$ cat src/rtl/kbc_pkg.sv
package kbc_pkg;

    localparam int BYTE_W = 8;

    typedef enum logic [2:0] {
        ST_IDLE   = 3'd0,
        ST_LD_CB  = 3'd1,
        ST_RD_CB  = 3'd2,
        ST_LD_OUT = 3'd3,
        ST_RD_OUT = 3'd4
    } kbc_state_e;

    // command-port opcodes
    localparam logic [BYTE_W-1:0] OP_RD_CB     = 8'h20;
    localparam logic [BYTE_W-1:0] OP_LD_CB     = 8'h60;
    localparam logic [BYTE_W-1:0] OP_RD_OUT    = 8'hD0;
    localparam logic [BYTE_W-1:0] OP_LD_OUT    = 8'hD1;
    localparam logic [BYTE_W-1:0] OP_AUX_OFF   = 8'hA7;
    localparam logic [BYTE_W-1:0] OP_AUX_ON    = 8'hA8;
    localparam logic [BYTE_W-1:0] OP_SELFTEST  = 8'hAA;
    localparam logic [BYTE_W-1:0] OP_KEY_OFF   = 8'hAD;
    localparam logic [BYTE_W-1:0] OP_KEY_ON    = 8'hAE;

    localparam logic [BYTE_W-1:0] SELFTEST_OK  = 8'h55;
    localparam logic [BYTE_W-1:0] STALE_MARK   = 8'h80;

    // command byte bit positions
    localparam int CB_KEY_IE  = 0;
    localparam int CB_AUX_IE  = 1;
    localparam int CB_KEY_DIS = 4;
    localparam int CB_AUX_DIS = 5;

    // status byte bit positions
    localparam int SB_FULL    = 0;
    localparam int SB_CB_PEND = 3;
    localparam int SB_UNLOCK  = 4;

endpackage

$ cat src/rtl/kbc_byte_queue.sv
module kbc_byte_queue #(
    parameter int DEPTH = 256,
    parameter int W     = 8
) (
    input  logic         clk,
    input  logic         rst_n,
    input  logic         push,
    input  logic [W-1:0] push_data,
    input  logic         pop,
    input  logic         force_ovf,
    output logic [W-1:0] head_data,
    output logic         empty,
    output logic         overrun
);

    localparam int AW = (DEPTH > 1) ? $clog2(DEPTH) : 1;
    localparam int CW = $clog2(DEPTH + 1);
    localparam logic [AW-1:0] LAST_IDX = AW'(DEPTH - 1);
    localparam logic [CW-1:0] FULL_CNT = CW'(DEPTH);

    typedef struct packed {
        logic [AW-1:0] wr;
        logic [AW-1:0] rd;
        logic [CW-1:0] cnt;
        logic          ovf;
    } queue_regs_t;

    queue_regs_t q_q, q_d;
    logic [W-1:0] mem_q [DEPTH];
    logic pop_ok, push_ok;

    function automatic logic [AW-1:0] step(input logic [AW-1:0] p);
        return (p == LAST_IDX) ? '0 : p + AW'(1);
    endfunction

    assign pop_ok  = pop && (q_q.cnt != '0);
    assign push_ok = push && ((q_q.cnt != FULL_CNT) || pop_ok);

    always_comb begin
        q_d = q_q;
        if (push_ok) q_d.wr = step(q_q.wr);
        if (pop_ok)  q_d.rd = step(q_q.rd);
        case ({push_ok, pop_ok})
            2'b10:   q_d.cnt = q_q.cnt + CW'(1);
            2'b01:   q_d.cnt = q_q.cnt - CW'(1);
            default: q_d.cnt = q_q.cnt;
        endcase
        if ((push && !push_ok) || force_ovf) q_d.ovf = 1'b1;
    end

    always_ff @(posedge clk) begin
        if (!rst_n) q_q <= '0;
        else        q_q <= q_d;
    end

    always_ff @(posedge clk) begin
        if (push_ok) mem_q[q_q.wr] <= push_data;
    end

    assign head_data = mem_q[q_q.rd];
    assign empty     = (q_q.cnt == '0);
    assign overrun   = q_q.ovf;

endmodule

$ cat src/rtl/kbc_ctrl.sv
module kbc_ctrl
    import kbc_pkg::*;
#(
    parameter logic [BYTE_W-1:0] OUT_RST = 8'h02
) (
    input  logic              clk,
    input  logic              rst_n,
    input  logic              bus_en,
    input  logic              bus_we,
    input  logic              bus_sel,
    input  logic [BYTE_W-1:0] bus_wdata,
    input  logic              q_empty,
    input  logic [BYTE_W-1:0] q_head,
    output kbc_state_e        state,
    output logic [BYTE_W-1:0] cmd_byte,
    output logic              rx_ie,
    output logic              q_pop,
    output logic              selftest_push,
    output logic              kcmd_valid,
    output logic [BYTE_W-1:0] kcmd_byte,
    output logic [BYTE_W-1:0] data_rd
);

    typedef struct packed {
        kbc_state_e        st;
        logic [BYTE_W-1:0] cb;
        logic [BYTE_W-1:0] outb;
        logic [BYTE_W-1:0] last;
        logic              ie;
        logic              fwd_v;
        logic [BYTE_W-1:0] fwd_b;
    } ctrl_regs_t;

    ctrl_regs_t r_q, r_d;
    logic pop_d, st_push_d;
    logic [BYTE_W-1:0] rd_val;

    always_comb begin
        r_d       = r_q;
        r_d.fwd_v = 1'b0;
        pop_d     = 1'b0;
        st_push_d = 1'b0;

        case (r_q.st)
            ST_RD_CB:  rd_val = r_q.cb;
            ST_RD_OUT: rd_val = r_q.outb;
            default:   rd_val = q_empty ? r_q.last : q_head;
        endcase

        if (bus_en && !bus_sel && !bus_we) begin
            // data-port read
            if (r_q.st == ST_RD_CB || r_q.st == ST_RD_OUT) begin
                r_d.st = ST_IDLE;
            end else if (!q_empty) begin
                pop_d     = 1'b1;
                r_d.last  = q_head;
            end else begin
                r_d.last  = r_q.last | STALE_MARK;
            end
        end else if (bus_en && !bus_sel && bus_we) begin
            // data-port write
            if (r_q.st == ST_LD_CB) begin
                r_d.cb = bus_wdata;
                r_d.ie = bus_wdata[CB_KEY_IE] | bus_wdata[CB_AUX_IE];
                r_d.st = ST_IDLE;
            end else if (r_q.st == ST_LD_OUT) begin
                r_d.outb = bus_wdata;
                r_d.st   = ST_IDLE;
            end else begin
                r_d.fwd_v = 1'b1;
                r_d.fwd_b = bus_wdata;
            end
        end else if (bus_en && bus_sel && bus_we) begin
            // command-port write
            case (bus_wdata)
                OP_RD_CB:    r_d.st = ST_RD_CB;
                OP_LD_CB:    r_d.st = ST_LD_CB;
                OP_RD_OUT:   r_d.st = ST_RD_OUT;
                OP_LD_OUT:   r_d.st = ST_LD_OUT;
                OP_AUX_OFF:  r_d.cb[CB_AUX_DIS] = 1'b1;
                OP_AUX_ON:   r_d.cb[CB_AUX_DIS] = 1'b0;
                OP_KEY_OFF:  r_d.cb[CB_KEY_DIS] = 1'b1;
                OP_KEY_ON:   r_d.cb[CB_KEY_DIS] = 1'b0;
                OP_SELFTEST: st_push_d = 1'b1;
                default:     r_d.st = ST_IDLE;
            endcase
        end
    end

    always_ff @(posedge clk) begin
        if (!rst_n) begin
            r_q.st    <= ST_IDLE;
            r_q.cb    <= '0;
            r_q.outb  <= OUT_RST;
            r_q.last  <= '0;
            r_q.ie    <= 1'b1;
            r_q.fwd_v <= 1'b0;
            r_q.fwd_b <= '0;
        end else begin
            r_q <= r_d;
        end
    end

    assign state         = r_q.st;
    assign cmd_byte      = r_q.cb;
    assign rx_ie         = r_q.ie;
    assign q_pop         = pop_d;
    assign selftest_push = st_push_d;
    assign kcmd_valid    = r_q.fwd_v;
    assign kcmd_byte     = r_q.fwd_b;
    assign data_rd       = rd_val;

endmodule

$ cat src/rtl/kbc_status.sv
module kbc_status
    import kbc_pkg::*;
(
    input  kbc_state_e        state,
    input  logic              q_empty,
    input  logic [BYTE_W-1:0] cmd_byte,
    input  logic              rx_ie,
    output logic [BYTE_W-1:0] stat_byte,
    output logic              irq
);

    logic rd_pending;

    always_comb begin
        rd_pending = (state == ST_RD_CB) || (state == ST_RD_OUT);
        stat_byte             = '0;
        stat_byte[SB_FULL]    = !q_empty || rd_pending;
        stat_byte[SB_CB_PEND] = (state == ST_RD_CB);
        stat_byte[SB_UNLOCK]  = 1'b1;
        irq = !q_empty && rx_ie && !cmd_byte[CB_KEY_DIS];
    end

endmodule

$ cat src/rtl/kbc_host_if.sv
module kbc_host_if
    import kbc_pkg::*;
#(
    parameter int                DEPTH   = 256,
    parameter logic [BYTE_W-1:0] OUT_RST = 8'h02
) (
    input  logic              clk,
    input  logic              rst_n,
    input  logic              bus_en,
    input  logic              bus_we,
    input  logic              bus_sel,
    input  logic [BYTE_W-1:0] bus_wdata,
    output logic [BYTE_W-1:0] bus_rdata,
    input  logic              kbd_push,
    input  logic [BYTE_W-1:0] kbd_code,
    output logic              kcmd_valid,
    output logic [BYTE_W-1:0] kcmd_byte,
    output logic              kbd_irq,
    output logic              ovf_flag
);

    kbc_state_e        st_q;
    logic [BYTE_W-1:0] cb_q;
    logic              rx_ie_q;
    logic              q_pop, q_empty, st_push;
    logic [BYTE_W-1:0] q_head, data_rd, stat_byte;
    logic              q_push, q_clash;
    logic [BYTE_W-1:0] q_wdata;

    // self-test reply owns the single write slot of a cycle
    assign q_push  = st_push | kbd_push;
    assign q_wdata = st_push ? SELFTEST_OK : kbd_code;
    assign q_clash = st_push & kbd_push;

    kbc_byte_queue #(.DEPTH(DEPTH), .W(BYTE_W)) u_queue (
        .clk       (clk),
        .rst_n     (rst_n),
        .push      (q_push),
        .push_data (q_wdata),
        .pop       (q_pop),
        .force_ovf (q_clash),
        .head_data (q_head),
        .empty     (q_empty),
        .overrun   (ovf_flag)
    );

    kbc_ctrl #(.OUT_RST(OUT_RST)) u_ctrl (
        .clk           (clk),
        .rst_n         (rst_n),
        .bus_en        (bus_en),
        .bus_we        (bus_we),
        .bus_sel       (bus_sel),
        .bus_wdata     (bus_wdata),
        .q_empty       (q_empty),
        .q_head        (q_head),
        .state         (st_q),
        .cmd_byte      (cb_q),
        .rx_ie         (rx_ie_q),
        .q_pop         (q_pop),
        .selftest_push (st_push),
        .kcmd_valid    (kcmd_valid),
        .kcmd_byte     (kcmd_byte),
        .data_rd       (data_rd)
    );

    kbc_status u_status (
        .state     (st_q),
        .q_empty   (q_empty),
        .cmd_byte  (cb_q),
        .rx_ie     (rx_ie_q),
        .stat_byte (stat_byte),
        .irq       (kbd_irq)
    );

    always_comb begin
        if (bus_en && !bus_we) bus_rdata = bus_sel ? stat_byte : data_rd;
        else                   bus_rdata = '0;
    end

endmodule

$ cat config.mk
export PLATFORM = sky130hd
export DESIGN_NAME = kbc_host_if
export DESIGN_NICKNAME = d
export VERILOG_FILES = /design/src/rtl/kbc_pkg.sv /design/src/rtl/kbc_byte_queue.sv /design/src/rtl/kbc_ctrl.sv /design/src/rtl/kbc_status.sv /design/src/rtl/kbc_host_if.sv
export SDC_FILE = /design/constraint.sdc
export NUM_CORES = 2
export LEC_CHECK = 0
export ABC_CLOCK_PERIOD_IN_PS = 10300
export BUFFER_PORTS_ARGS = -buffer_cell sky130_fd_sc_hd__buf_2
export CAP_MARGIN = 15
export CORE_MARGIN = 4
export CORE_UTILIZATION = 45
export CTS_CLUSTER_SIZE = 24
export DETAILED_ROUTE_END_ITERATION = 12
export GPL_TIMING_DRIVEN = 0
export PLACE_DENSITY = 0.68
export SYNTH_ARGS = -nofsm -noshare
export SYNTH_HDL_FRONTEND = slang
export SYNTH_HIERARCHICAL = 1
export SYNTH_SLANG_ARGS = --single-unit
$ cat constraint.sdc
create_clock -name clk -period 10.3 [get_ports clk]
set_input_delay 1.03 -clock clk [delete_from_list [all_inputs] [get_ports clk]]
set_output_delay 1.03 -clock clk [all_outputs]
set_load 0.05 [all_outputs]
==> impl_metrics.csv <==
group,metric,value,unit
layout,final_cell_mix,"edfxtp_1, mux4_2, nor2_1",
timing,max_slew.worst_pin.slew,1.47,ns
layout,layout.cells.non_filler,6917,
global_routing,antenna_found_initial,11,
route,first_pass_iters,8,
clocking,htree_num_levels,4,
global_routing,grt_overflow,0,
route,routedWlPerCell,31.8,um
yosys,synth_area,82900,sq um
place,gp_routability_congestion,0.896,
global_routing,track_usage,0.229,
global_routing,grt_pass1_wl,312000,um
power,finalPower,0.0173,W
timing,finalCriticalPeriod,8.07,ns
timing,hold_violations,0,
critical_path,path_cells,"clkbuf_1 -> nor2_1 -> buf_6 -> clkbuf_1 -> clkbuf_1 -> a22oi_1 -> nand3_1 -> nand4_1 -> a311oi_1 -> mux2i_1 -> a21oi_1 -> mux2i_1 -> nor2_1 -> buf_2",
yosys,yosys_warnings,6,
layout,fillers,14298,
timing,slew_viol_final,0,
timing,grt_setup_unrepaired,"no",
critical_path,crit_slowest_cell,"nor2_1",
clocking,postCtsSetupRepairBufs,0,
floorplanning,die_h,437,um
critical_path,regToRegStartpoint,"u_queue/q_q[1]",
timing,finalCritPeriodShare,0.783,
route,drc,0,
route,vias_per_cell,6.21,
layout,seq_area,62900,sq um
timing,finalWorstSetupSlack,2.23,ns
clocking,cts_tree,"done",
critical_path,worstPathMaxFanout,10,
layout,multi_input_area,18600,sq um
critical_path,max_stage_delay,0.83,ns
route,vias,42963,
critical_path,end_kind,"primary output",
critical_path,worstPathRequired,9.27,ns
clocking,root_buffer,"clkbuf_16",
place,placedCellCount,6535,
power,peakVddDrop,0.000138,V
power,p_switching,0.00356,W
route,drtIter0Drc,6277,
place,io_buffer_count,38,
yosys,syn_inst,3980,
power,power.density,184,nW/um^2
clocking,clk_path_buf_depth,3,
layout,final_common_cell,"edfxtp_1",
route,wirelength_met1,83000,um
timing,slew_headroom,0.0185,
floorplanning,io_pins,41,
critical_path,path_common_cell,"clkbuf_1",
clocking,cts_made_buffers,198,
timing,clock.fmax,0.124,GHz
critical_path,path_class,"reg -> out",
layout,drive_gt1_frac,0.240,
route,met3_wirelength,28300,um
power,leakagePower,28.1,nW
place,hpwl,146000,um
floorplanning,dieArea,191000,sq um
job,max_cap_violations,0,
critical_path,crit_family,"buffers and inverters",
timing,fin_skew,0.0368,ns
route,ant_nets,0,
power,combinationalPowerShare,0.033,
clocking,clock_latency,0.86,ns
layout,area_growth,13.2,%
power,seq_power_share,0.547,
clocking,cts_sinks,2119,
yosys,synth_area_per_cell,20.8,sq um
floorplanning,core_area,183000,sq um
outcome,status,"finished clean",
floorplanning,die_x,437,um
clocking,hold_buffers,0,
route,wl,220000,um
critical_path,r2r_cells,15,
floorplanning,initial_core_util,0.453,
power,p_clk_frac,0.420,
power,switching_share,0.206,
worst_hold_path,holdPathEnd,"u_ctrl/cmd_byte[1]",
global_routing,grt_pass1_vias,41860,
global_routing,grt_start_max_net_pins,85,
worst_hold_path,hp-start,"u_ctrl/cmd_byte[1]",
worst_hold_path,min_path_cells,2,
critical_path,r2r_end,"u_queue/mem_q[178][1]",
clocking,clk_pin_slew,0.06,ns
critical_path,r2r_setup_slack,3.39,ns
worst_hold_path,hold_class,"reg -> reg",
route,routed-wl-met2,100000,um
critical_path,crit_arrival,7.04,ns
critical_path,critical_path_buf_inv_count,5,
layout,fin_nets,4309,
floorplanning,fp-row-count,157,
route,route.top_layer_used,"met5",
critical_path,start_kind,"register",
power,internal_power,0.0137,W
place,pre_cts_ws,3.30,ns
timing,hold-worst-slack,0.468,ns
clocking,ctsResizeCount,0,
timing,setup_viol,0,
## layout make-up
class,count,area share
antenna,6,0.000160
buffer,256,0.0143
inverter,11,0.000440
clock buffer,251,0.0563
clock inverter,122,0.0124
multi-input combinational,1598,0.199
tap,2464,0.0329
timing repair buffer,90,0.0140
sequential,2119,0.671
## power by group through the flow
stage,Clock (W),Sequential (W),Combinational (W)
finish,0.00725,0.00946,0.000571
detailed placement,0,0.00964,0.000564
floorplan,0,0.00967,0.000324
global route,0.00773,0.00945,0.000599
CTS,0.00736,0.00946,0.000565
global placement,0,0.00971,0.000505
## stage by stage
step                utilization  area, sq um  setup TNS, ns
floorplan                     -        82900              0
global placement          0.471        86100       -6379.97
detailed placement        0.477        87300              0
CTS                       0.512        93700              0
global route              0.512        93800              0
finish                    0.512        93800              0
## worst max-delay path by stage
stage                                 end  slack, ns  depth (start not counted)          from
floorplan             u_queue/mem_q[0][1]       1.12                          4  bus_wdata[6]
global placement    u_queue/mem_q[110][1]      -6.95                          4  bus_wdata[0]
detailed placement           bus_rdata[6]       3.30                         14      register
CTS                          bus_rdata[0]       2.38                         14      register
global route                 bus_rdata[0]       2.21                         14      register
finish                       bus_rdata[0]       2.23                         14      register
## flip-flops by register name (all words and copies together) (netlist names), named ones only
signal and flops:
u_queue/mem_q 2048, u_queue/q_q 25, u_ctrl/r_q 16, u_ctrl/cmd_byte 8, u_ctrl/kcmd_byte 8, u_ctrl/state 3, u_ctrl/kcmd_valid 1, u_ctrl/rx_ie 1
u_queue/overrun 1
## layer usage
| layer | vias up | track usage |
|---|---|---|
| met2 | 2862 | 0.345 |
| met1 | 22601 | 0.322 |
| met3 | 430 | 0.0670 |
| li1 | 17062 | - |
| met4 | 8 | 0.0784 |
| met5 | - | 0.00252 |
## worst reg2reg max path, cell delays in order (launching register included)
cell	delay [ns]
dfxtp_1	0.36
nor4_1	0.56
nand2_1	0.26
nor2_1	0.43
clkbuf_1	0.51
inv_1	0.13
o211ai_1	0.28
buf_4	0.27
inv_1	0.11
nor2b_1	0.23
inv_1	0.08
o21ai_0	0.56
nor3_1	0.20
nand2_1	0.75
clkbuf_1	1.13
nor2_1	0.62
No activity file was read; power rests on OpenSTA's default activity.
